**config.mk**
```make
export PLATFORM = sky130hd
export DESIGN_NAME = wdog_freq_recover
export DESIGN_NICKNAME = d
export VERILOG_FILES = /design/src/rtl/wdr_pkg.sv /design/src/rtl/wdr_prescale.sv /design/src/rtl/wdr_counter.sv /design/src/rtl/wdr_pulse.sv /design/src/rtl/wdr_cfg.sv /design/src/rtl/wdog_freq_recover.sv
export SDC_FILE = /design/constraint.sdc
export NUM_CORES = 1
export LEC_CHECK = 0
export BUFFER_PORTS_ARGS = -buffer_cell sky130_fd_sc_hd__buf_2
export CORE_ASPECT_RATIO = 1.2
export CORE_UTILIZATION = 50
export DETAILED_ROUTE_END_ITERATION = 8
export GPL_TIMING_DRIVEN = 0
export PLACE_DENSITY = 0.72
export SYNTH_ARGS = -nofsm -noshare
export SYNTH_HDL_FRONTEND = slang
export SYNTH_SLANG_ARGS = --single-unit
```
**constraint.sdc**
```tcl
create_clock -name clk -period 7.5 [get_ports clk]
set_clock_uncertainty 0.1 [all_clocks]
set_input_delay 0 -clock clk [delete_from_list [all_inputs] [get_ports clk]]
set_output_delay 0 -clock clk [all_outputs]
set_load 0.03 [all_outputs]
```
**src/rtl/wdr_pkg.sv**
```systemverilog
package wdr_pkg;
  typedef enum logic [1:0] {
    FLD_CTRL  = 2'd0,
    FLD_DEPTH = 2'd1,
    FLD_SAFE  = 2'd2,
    FLD_FREQ  = 2'd3
  } fld_e;

  localparam int DEPTH_W   = 7;
  localparam int SEL_W     = 5;
  localparam int STRAP_W   = 3;
  localparam int DATA_W    = DEPTH_W;
  localparam int DEPTH_RST = 8;
  localparam int SAFE_RST  = 2;
  localparam int FSEL_RST  = 2;
endpackage

```
**src/rtl/wdr_prescale.sv**
```systemverilog
module wdr_prescale #(
  parameter int TPU = 250
) (
  input  logic clk,
  input  logic rst,
  input  logic tick_i,
  input  logic clr_i,
  output logic unit_o
);
  localparam int PW = (TPU > 1) ? $clog2(TPU) : 1;
  localparam logic [PW-1:0] LAST = PW'(TPU - 1);

  logic [PW-1:0] pc_q;

  assign unit_o = tick_i && (pc_q == LAST);

  always_ff @(posedge clk) begin
    if (rst)         pc_q <= '0;
    else if (clr_i)  pc_q <= '0;
    else if (tick_i) pc_q <= unit_o ? '0 : pc_q + 1'b1;
  end


  pc_range_chk: assert property (@(posedge clk) disable iff (rst)
    pc_q <= LAST);

  pc_hold_chk: assert property (@(posedge clk) disable iff (rst)
    (!tick_i && !clr_i) |=> $stable(pc_q));
endmodule

```
**src/rtl/wdr_counter.sv**
```systemverilog
module wdr_counter #(
  parameter int DW = 7
) (
  input  logic          clk,
  input  logic          rst,
  input  logic          unit_i,
  input  logic          arm_req_i,
  input  logic          stop_req_i,
  input  logic [DW-1:0] depth_i,
  output logic          run_o,
  output logic          tmo_o,
  output logic [DW-1:0] cnt_o,
  output logic          arm_o,
  output logic          expire_o
);
  logic          run_q, tmo_q;
  logic [DW-1:0] cnt_q;

  assign arm_o    = arm_req_i && !run_q;
  assign expire_o = run_q && !stop_req_i && unit_i && (cnt_q <= DW'(1));

  always_ff @(posedge clk) begin
    if (rst) begin
      run_q <= 1'b0;
      tmo_q <= 1'b0;
      cnt_q <= '0;
    end else if (arm_o) begin
      run_q <= 1'b1;
      tmo_q <= 1'b0;
      cnt_q <= depth_i;
    end else if (stop_req_i) begin
      run_q <= 1'b0;
    end else if (expire_o) begin
      run_q <= 1'b0;
      tmo_q <= 1'b1;
      cnt_q <= '0;
    end else if (run_q && unit_i) begin
      cnt_q <= cnt_q - 1'b1;
    end
  end

  assign run_o = run_q;
  assign tmo_o = tmo_q;
  assign cnt_o = cnt_q;


  arm_load_chk: assert property (@(posedge clk) disable iff (rst)
    arm_o |=> (run_q && !tmo_q && cnt_q == $past(depth_i)));

  expire_flag_chk: assert property (@(posedge clk) disable iff (rst)
    expire_o |=> (!run_q && tmo_q));

  cnt_hold_chk: assert property (@(posedge clk) disable iff (rst)
    (run_q && !unit_i && !arm_req_i && !stop_req_i) |=> $stable(cnt_q));

  stop_quiet_chk: assert property (@(posedge clk) disable iff (rst)
    (stop_req_i && !arm_req_i) |=> (!run_q && $stable(tmo_q)));
endmodule

```
**src/rtl/wdr_pulse.sv**
```systemverilog
module wdr_pulse #(
  parameter int PULSE_UNITS = 1
) (
  input  logic clk,
  input  logic rst,
  input  logic unit_i,
  input  logic expire_i,
  output logic rst_n_o
);
  localparam int PCW = (PULSE_UNITS > 1) ? $clog2(PULSE_UNITS) : 1;

  logic           low_q;
  logic [PCW-1:0] pcnt_q;

  always_ff @(posedge clk) begin
    if (rst) begin
      low_q  <= 1'b0;
      pcnt_q <= '0;
    end else if (expire_i) begin
      low_q  <= 1'b1;
      pcnt_q <= PCW'(PULSE_UNITS - 1);
    end else if (low_q && unit_i) begin
      if (pcnt_q == '0) low_q <= 1'b0;
      else              pcnt_q <= pcnt_q - 1'b1;
    end
  end

  assign rst_n_o = !low_q;


  pulse_start_chk: assert property (@(posedge clk) disable iff (rst)
    expire_i |=> !rst_n_o);

  pulse_hold_chk: assert property (@(posedge clk) disable iff (rst)
    (!unit_i && !expire_i) |=> $stable(low_q));
endmodule

```
**src/rtl/wdr_cfg.sv**
```systemverilog
module wdr_cfg
  import wdr_pkg::*;
#(
  parameter int DW = DEPTH_W,
  parameter int SW = SEL_W,
  parameter int TW = STRAP_W
) (
  input  logic          clk,
  input  logic          rst,
  input  logic          wr_i,
  input  fld_e          fld_i,
  input  logic [DW-1:0] data_i,
  input  logic [TW-1:0] strap_i,
  input  logic          expire_i,
  output logic [DW-1:0] depth_o,
  output logic [SW-1:0] fsel_o,
  output logic          div_o
);
  logic [DW-1:0] depth_q;
  logic [SW-1:0] safe_q, fsel_q;
  logic          ssel_q, div_q;
  logic [TW-1:0] strap_q;
  logic [SW-1:0] fallback;

  assign fallback = ssel_q ? safe_q : SW'(strap_q);

  always_ff @(posedge clk) begin
    if (rst) strap_q <= strap_i;
  end

  always_ff @(posedge clk) begin
    if (rst) begin
      depth_q <= DW'(DEPTH_RST);
      safe_q  <= SW'(SAFE_RST);
      ssel_q  <= 1'b0;
    end else if (wr_i) begin
      if (fld_i == FLD_DEPTH) depth_q <= data_i;
      if (fld_i == FLD_SAFE) begin
        safe_q <= data_i[SW-1:0];
        ssel_q <= data_i[SW];
      end
    end
  end

  always_ff @(posedge clk) begin
    if (rst) begin
      fsel_q <= SW'(FSEL_RST);
      div_q  <= 1'b0;
    end else if (expire_i) begin
      fsel_q <= fallback;
      div_q  <= 1'b0;
    end else if (wr_i && fld_i == FLD_FREQ) begin
      fsel_q <= data_i[SW-1:0];
      div_q  <= data_i[SW];
    end
  end

  assign depth_o = depth_q;
  assign fsel_o  = fsel_q;
  assign div_o   = div_q;


  div_clear_chk: assert property (@(posedge clk) disable iff (rst)
    expire_i |=> !div_q);

  safe_load_chk: assert property (@(posedge clk) disable iff (rst)
    (expire_i && ssel_q) |=> (fsel_q == $past(safe_q)));

  strap_load_chk: assert property (@(posedge clk) disable iff (rst)
    (expire_i && !ssel_q) |=> (fsel_q == SW'(strap_q)));
endmodule

```
**src/rtl/wdog_freq_recover.sv**
```systemverilog
module wdog_freq_recover
  import wdr_pkg::*;
#(
  parameter int UNIT_MS     = 250,
  parameter int TICK_US     = 1000,
  parameter int PULSE_UNITS = 1
) (
  input  logic               clk,
  input  logic               rst,
  input  logic               tick_i,
  input  logic [STRAP_W-1:0] strap_i,
  input  logic               fld_wr_i,
  input  logic [1:0]         fld_id_i,
  input  logic [DATA_W-1:0]  fld_data_i,
  output logic               wd_run_o,
  output logic               wd_tmo_o,
  output logic [DEPTH_W-1:0] wd_depth_o,
  output logic [SEL_W-1:0]   fsel_o,
  output logic               divmode_o,
  output logic               sys_rst_n_o
);
  localparam int TPU = (UNIT_MS * 1000) / TICK_US;

  fld_e               fld;
  logic               ctrl_wr, arm_req, stop_req;
  logic               unit, arm, expire, clr;
  logic               run, tmo;
  logic [DEPTH_W-1:0] cnt, depth;

  assign fld      = fld_e'(fld_id_i);
  assign ctrl_wr  = fld_wr_i && (fld == FLD_CTRL);
  assign arm_req  = ctrl_wr && fld_data_i[0];
  assign stop_req = ctrl_wr && !fld_data_i[0];
  assign clr      = arm || expire;

  generate
    if (TPU > 1) begin : g_div
      wdr_prescale #(.TPU(TPU)) i_pre (
        .clk(clk), .rst(rst), .tick_i(tick_i), .clr_i(clr), .unit_o(unit)
      );
    end else begin : g_pass
      assign unit = tick_i;
    end
  endgenerate

  wdr_counter #(.DW(DEPTH_W)) i_cnt (
    .clk(clk), .rst(rst), .unit_i(unit),
    .arm_req_i(arm_req), .stop_req_i(stop_req), .depth_i(depth),
    .run_o(run), .tmo_o(tmo), .cnt_o(cnt), .arm_o(arm), .expire_o(expire)
  );

  wdr_pulse #(.PULSE_UNITS(PULSE_UNITS)) i_pulse (
    .clk(clk), .rst(rst), .unit_i(unit), .expire_i(expire), .rst_n_o(sys_rst_n_o)
  );

  wdr_cfg #(.DW(DEPTH_W), .SW(SEL_W), .TW(STRAP_W)) i_cfg (
    .clk(clk), .rst(rst), .wr_i(fld_wr_i), .fld_i(fld), .data_i(fld_data_i),
    .strap_i(strap_i), .expire_i(expire),
    .depth_o(depth), .fsel_o(fsel_o), .div_o(divmode_o)
  );

  assign wd_run_o   = run;
  assign wd_tmo_o   = tmo;
  assign wd_depth_o = run ? cnt : depth;


  override_wins_chk: assert property (@(posedge clk) disable iff (rst)
    (expire && fld_wr_i && fld == FLD_FREQ) |=> !divmode_o);
endmodule

```
---- Yosys cells after proc, flatten, opt, wreduce, memory -nomap -nowiden ----
Cells that the tools add are included.
word-level totals
  input port bits ......................... 16
  bits in registers ....................... 41
  output and inout bits ................... 16
operators by class
  bitwise operators ....................... 1
  reductions and logical operators ........ 29
  order comparisons ....................... 1
  equal/unequal tests ..................... 6
  add/subtract/negate cells ............... 3
  muxes and demuxes ....................... 16
operators with widths
  operator                                             number
  2-to-1 mux 7 bit                                     5
  2-to-1 mux 5 bit                                     3
  logical AND 1 bit                                    11
  AND reduction 2 bit                                  5
  adder 8 x 1 -> 8 bit, second input constant          1
  equality test 8 bit, second input constant           1
  2-to-1 mux 8 bit                                     1
  <= comparator 7 x 1 -> 1 bit, second input constant  1
  2-to-1 mux 1 bit                                     7
  subtractor 7 x 1 -> 7 bit, second input constant     1
  nonzero test 3 bit                                   2
  OR reduction 2 bit                                   3
  equality test 2 bit, second input constant           2
  logical NOT 1 bit                                    4
  inequality test 2 bit, second input constant         2
  nonzero test 2 bit                                   2
  equality test 2 x 1 -> 1 bit, second input constant  1
  logical NOT 2 bit                                    1
  logical OR 1 bit                                     1
  inverter 1 bit                                       1
  subtractor 1 bit, second input constant              1

---- Longest topological paths before layout ----
  depth after elaboration ................. 10
  mapped depth ............................ 10
  depth with buffers taken out ............ 7

---- By module ----
From an unflattened synthesis, not the netlist that was laid out.
second synthesis, totals
  cells, all modules ...................... 214
  area total of the unflattened synthesis .. 2015.7 um2
by module, submodules not included
  module             instances  cells an instance  area an instance (um2)  seq. area each (um2)
  wdr_cfg            1          81                 872.1                   470.5
  wdr_counter        1          64                 528.0                   180.2
  wdr_prescale       1          53                 431.7                   160.2
  wdog_freq_recover  1          11                 141.4                   0.0
  wdr_pulse          1          5                  42.5                    20.0

---- Worst setup path before layout ----
No wires, ideal clock.
  path type ............................... register to register
  start point ............................. register i_cnt.run_q, in the netlist i_cnt.run_o
  end point ............................... register i_cnt.cnt_q[5], in the netlist i_cnt.cnt_o[5]
  buffers on the path ..................... 3
  period minus slack after synthesis ...... 2.433 ns
  setup slack ............................. 5.067 ns
  data required time ...................... 7.266 ns
  cell stages (with the launch flop) ...... 9
  arrival ................................. 2.199 ns
  path through ............................ dfxtp_1 inv_1 or4b_1 buf_2 or4_4 buf_6 buf_6 a21oi_1 nor4_1
on the way
  longest elaborated chain between the ends .. 6
  elaborated cells on any way between the ends .. 12
  those cells by class .................... eq/ne: 1; mux: 3; reduce/logical: 8
ends and longest elaborated chain
  what                             RTL line           text
  from (decl)                      wdr_counter.sv:16  logic run_q, tmo_q;
  from (signal assigned)           wdr_counter.sv:24  run_q <= 1'b0;
  from (signal assigned)           wdr_counter.sv:28  run_q <= 1'b1;
  from (signal assigned)           wdr_counter.sv:32  run_q <= 1'b0;
  logical AND 1 bit (3 in series)  wdr_counter.sv:20  assign expire_o = run_q && !stop_req_i && unit_i && (cnt_q <= DW'(1));
  2-to-1 mux 7 bit                 wdr_counter.sv:33  end else if (expire_o) begin
  2-to-1 mux 7 bit                 wdr_counter.sv:31  end else if (stop_req_i) begin
  2-to-1 mux 7 bit                 wdr_counter.sv:27  end else if (arm_o) begin
  to (signal assigned)             wdr_counter.sv:30  cnt_q <= depth_i;
  to (signal assigned)             wdr_counter.sv:38  cnt_q <= cnt_q - 1'b1;
  to (decl)                        wdr_counter.sv:17  logic [DW-1:0] cnt_q;
Parallel ways exist; a longest one is shown, timed or not. The select of a mux whose other input is x is not followed.
A chain may end at the register's enable or synchronous reset.

---- Worst setup path after layout ----
  start point ............................. register g_div.i_pre.pc_q[0]
  end point ............................... register i_cfg.fsel_q[1], in the netlist i_cfg.fsel_o[1]
on the way
  longest elaborated chain between the ends .. 5
  elaborated cells on any way between the ends .. 6
  those cells by class .................... eq/ne: 1; mux: 1; reduce/logical: 4
ends and longest elaborated chain
  what                                                    RTL line            text
  from (decl)                                             wdr_prescale.sv:13  logic [PW-1:0] pc_q;
  from (signal assigned)                                  wdr_prescale.sv:20  else if (tick_i) pc_q <= unit_o ? '0 : pc_q + 1'b1;
  equality test 8 bit (*)                                 wdr_prescale.sv:15  assign unit_o = tick_i && (pc_q == LAST);
  logical AND 1 bit (*)                                   wdr_prescale.sv:15
  logical AND 1 bit (*) (2 in series)                     wdr_counter.sv:20
  2-to-1 mux 5 bit or nonzero test 2 bit (tied branches)  n/a
  to (signal assigned)                                    wdr_cfg.sv:47       fsel_q <= SW'(FSEL_RST);
  to (signal assigned)                                    wdr_cfg.sv:50       fsel_q <= fallback;
  to (signal assigned)                                    wdr_cfg.sv:53       fsel_q <= data_i[SW-1:0];
  to (decl)                                               wdr_cfg.sv:20       logic [SW-1:0] safe_q, fsel_q;
Every way passes the cells marked *; elsewhere a longest branch is shown, timed or not.

==> metrics.csv <==
metric,value,unit
status,finished with violations,
failing checks,hold timing,
Clock transition at path regs,80,ps
Post-synth EDFFs,3,
"area leader, netlist",dfxtp_1,
RSZ-0062 raised after global routing,no,
Synth warnings,0,
via/cell ratio,5.41,
Ant. Diodes,0,
Setup-failing EPs final,0,
global-route wire length before repair,7400,µm
share of the synthesized area in the top cell type,0.372,
PortBufs,29,
average size of a mapped cell,8.98,µm²
clk_lat worst skew,290,ps
Vias,1741,
H-tree depth,2,
Avg WL per Cell,14.2,µm
Setup crit end kind,register,
Core Area,3720,µm²
initial core utilization,0.535,
DRT Wirelength,4570,µm
"count leader, synth",dfxtp_1,
initial antenna violation count,0,
fmax,345,MHz
Sum Neg Setup Slack,0,ps
CP max FO,7,
number of global-route vias before repair,1616,
max_cap viols,0,
gr usage total,0.233,
TritonRoute pass-1 iters,4,
Post-Syn Instances,222,
final hold vios,1,
CP max stage delay,960,ps
Peak VDD IR,0.130,mV
leakage power,0.00105,µW
ys flop type,dfxtp_1,
Cell Rows,24,
grt ovf,0,
Slew Limit Fails,0,
top cell types by occurrence after synthesis,"dfxtp_1 (37), nor2_1 (36), mux2i_1 (17)",
Synth cell types,41,
crit share post-route,0.387,
main area contributors after synthesis,"dfxtp_1 (37%), mux2i_1 (8.5%), nor2_1 (6.8%)",
DR iter-0 viols,58,
Power Dens Cells,195,nW/µm²
crit path cell chain,"ha_1, nand4b_1, or4b_1, buf_2, nor4_1, nand2_1, a21o_1",
post-synthesis sequential area ratio,0.417,
Die Y,71.2,µm
CP arrival,2990,ps
die area,4240,µm²
DRC,0,
Post-synth ARST share,0,
I/O pins,32,
syn nets,242,
GP Congestion,0.835,
Hold/Removal Path Class,input port to register,
Slew @ Worst Pin,1140,ps
Final ANT Viol Nets,0,
CTS root buf,clkbuf_8,
Max transition margin,0.233,
CTS tree,done,
Post-layout nets,289,
setup ws final,4600,ps
CP required,7590,ps
kind of critical path,register to register,
share of post-route cells with drive strength above 1,0.219,
Final Power,474,µW
Post-CTS Resized,0,
largest net degree at the start of global routing,13,
Yosys reg bits,40,
Die Width,59.6,µm
startpoint class of the critical path,register,
final hold slack,-2.03,ps
Num CTS Buffers,5,
clk sinks,40,
post-layout minimum cycle time,2900,ps
Synth-to-Final Area Change,21.9,%
CTS Buffer Depth,2,
"Cell Area, Synth",1990,µm²
critical path's slowest cell,nor4_1,
Place WS,4630,ps
hpwl dp,3030,µm
-- worst max-delay path: cells and delay by family (launching register included) --
kind / cells / cell delay [ps]
compound gates: 1 / 220
fa+ha+maj: 1 / 180
buf+inv: 1 / 190
flops: 1 / 400
simple gates: 4 / 1720
-- path summary, 6_finish.rpt --
kind | slack, ps | cells after the start | start | end
setup reg to reg | 4600 | 7 | g_div.i_pre.pc_q[0]$_SDFFE_PP0P_ | i_cfg.fsel_o[1]$_SDFFE_PP1P_
hold / removal | -2 | 4 | tick_i | g_div.i_pre.pc_q[2]$_SDFFE_PP0P_
hold reg to reg | 370 | 2 | i_pulse.low_q$_SDFFE_PP0P_ | i_pulse.low_q$_SDFFE_PP0P_
setup / recovery | 4600 | 7 | g_div.i_pre.pc_q[0]$_SDFFE_PP0P_ | i_cfg.fsel_o[1]$_SDFFE_PP1P_
-- kinds of logic after synthesis --
family | synth area share
xor gates and xnor gates | 0.0264
muxes | 0.131
adders and majority gates | 0.0251
DFF | 0.417
and+or+nand+nor | 0.222
buffers and inverters | 0.0508
AOI/OAI and AO/OA | 0.129
-- flip-flops by register name (all words and copies together), names as in the netlist --
| register | count |
|---|---|
| g_div.i_pre.pc_q | 8 |
| i_cfg.depth_o | 7 |
| i_cnt.cnt_o | 7 |
| i_cfg.fsel_o | 5 |
| i_cfg.safe_q | 5 |
| i_cfg.strap_q | 3 |
| i_cfg.div_o | 1 |
| i_cfg.ssel_q | 1 |
| i_cnt.run_o | 1 |
| i_cnt.tmo_o | 1 |
| i_pulse.low_q | 1 |
-- layout by cell type (no fill, tap or decap), types with 3 or more instances in the layout --
cell type       n
o21ai_0         4
buf_2          31
mux2_2          8
nor3_1          9
nand3_1         9
a21oi_1        13
dfxtp_1        37
nor4_1          4
nand2_1        14
clkbuf_1        9
xor2_1          3
inv_1           8
xnor2_1         3
edfxtp_1        3
clkbuf_8        6
dlygate4sd3_1  11
o2bb2ai_1       3
ha_1            4
a211oi_2        4
a211oi_1        3
mux2i_1        17
nor2_1         36
-- layout make-up --
| type | instances | area (µm²) |
|---|---|---|
| Clock inverter | 2 | 33.8 |
| Clock buffer | 6 | 82.6 |
| Timing Repair Buffer | 40 | 255 |
| Multi-Input combinational cell | 160 | 1060 |
| Fill cell | 329 | 1290 |
| Tap cell | 52 | 65.1 |
| Sequential cell | 40 | 831 |
| Buffer | 14 | 71.3 |
| Inverter | 8 | 30.0 |
-- where the power goes --
part / switching [µW] / internal (µW) / total [µW]
Clock: 73.5 / 107 / 181
Sequential: 7.94 / 224 / 232
Combinational: 34.9 / 27.0 / 61.9
-- metal layers --
| layer | GRT usage | share of wire | up-vias |
|---|---|---|---|
| met5 | 0 | 0 | - |
| met2 | 0.401 | 0.51 | 41 |
| met3 | 0.0548 | 0.050 | 6 |
| met1 | 0.287 | 0.43 | 818 |
| li1 | - | - | 876 |
| met4 | 0.0620 | 0.010 | 0 |
-- per-stage QoR --
step / instances / hold WS [ps] / utilization / instance area (µm²)
after global routing: 322 / 30.2 / 0.653 / 2430
after global placement: 303 / 76.0 / 0.592 / 2200
final: 322 / -2.03 / 0.653 / 2430
after CTS: 322 / 3.23 / 0.653 / 2430
after floorplan: 222 / -21.5 / - / 1990
after detailed placement: 303 / 78.6 / 0.592 / 2200
-- what timing repair did --
item,in CTS,in global routing
buffers inserted,0,0
endpoints found under the hold margin,21,0
hold buffers,11,0
setup endpoints to repair,0,0
No activity file was read; power rests on OpenSTA's default activity.
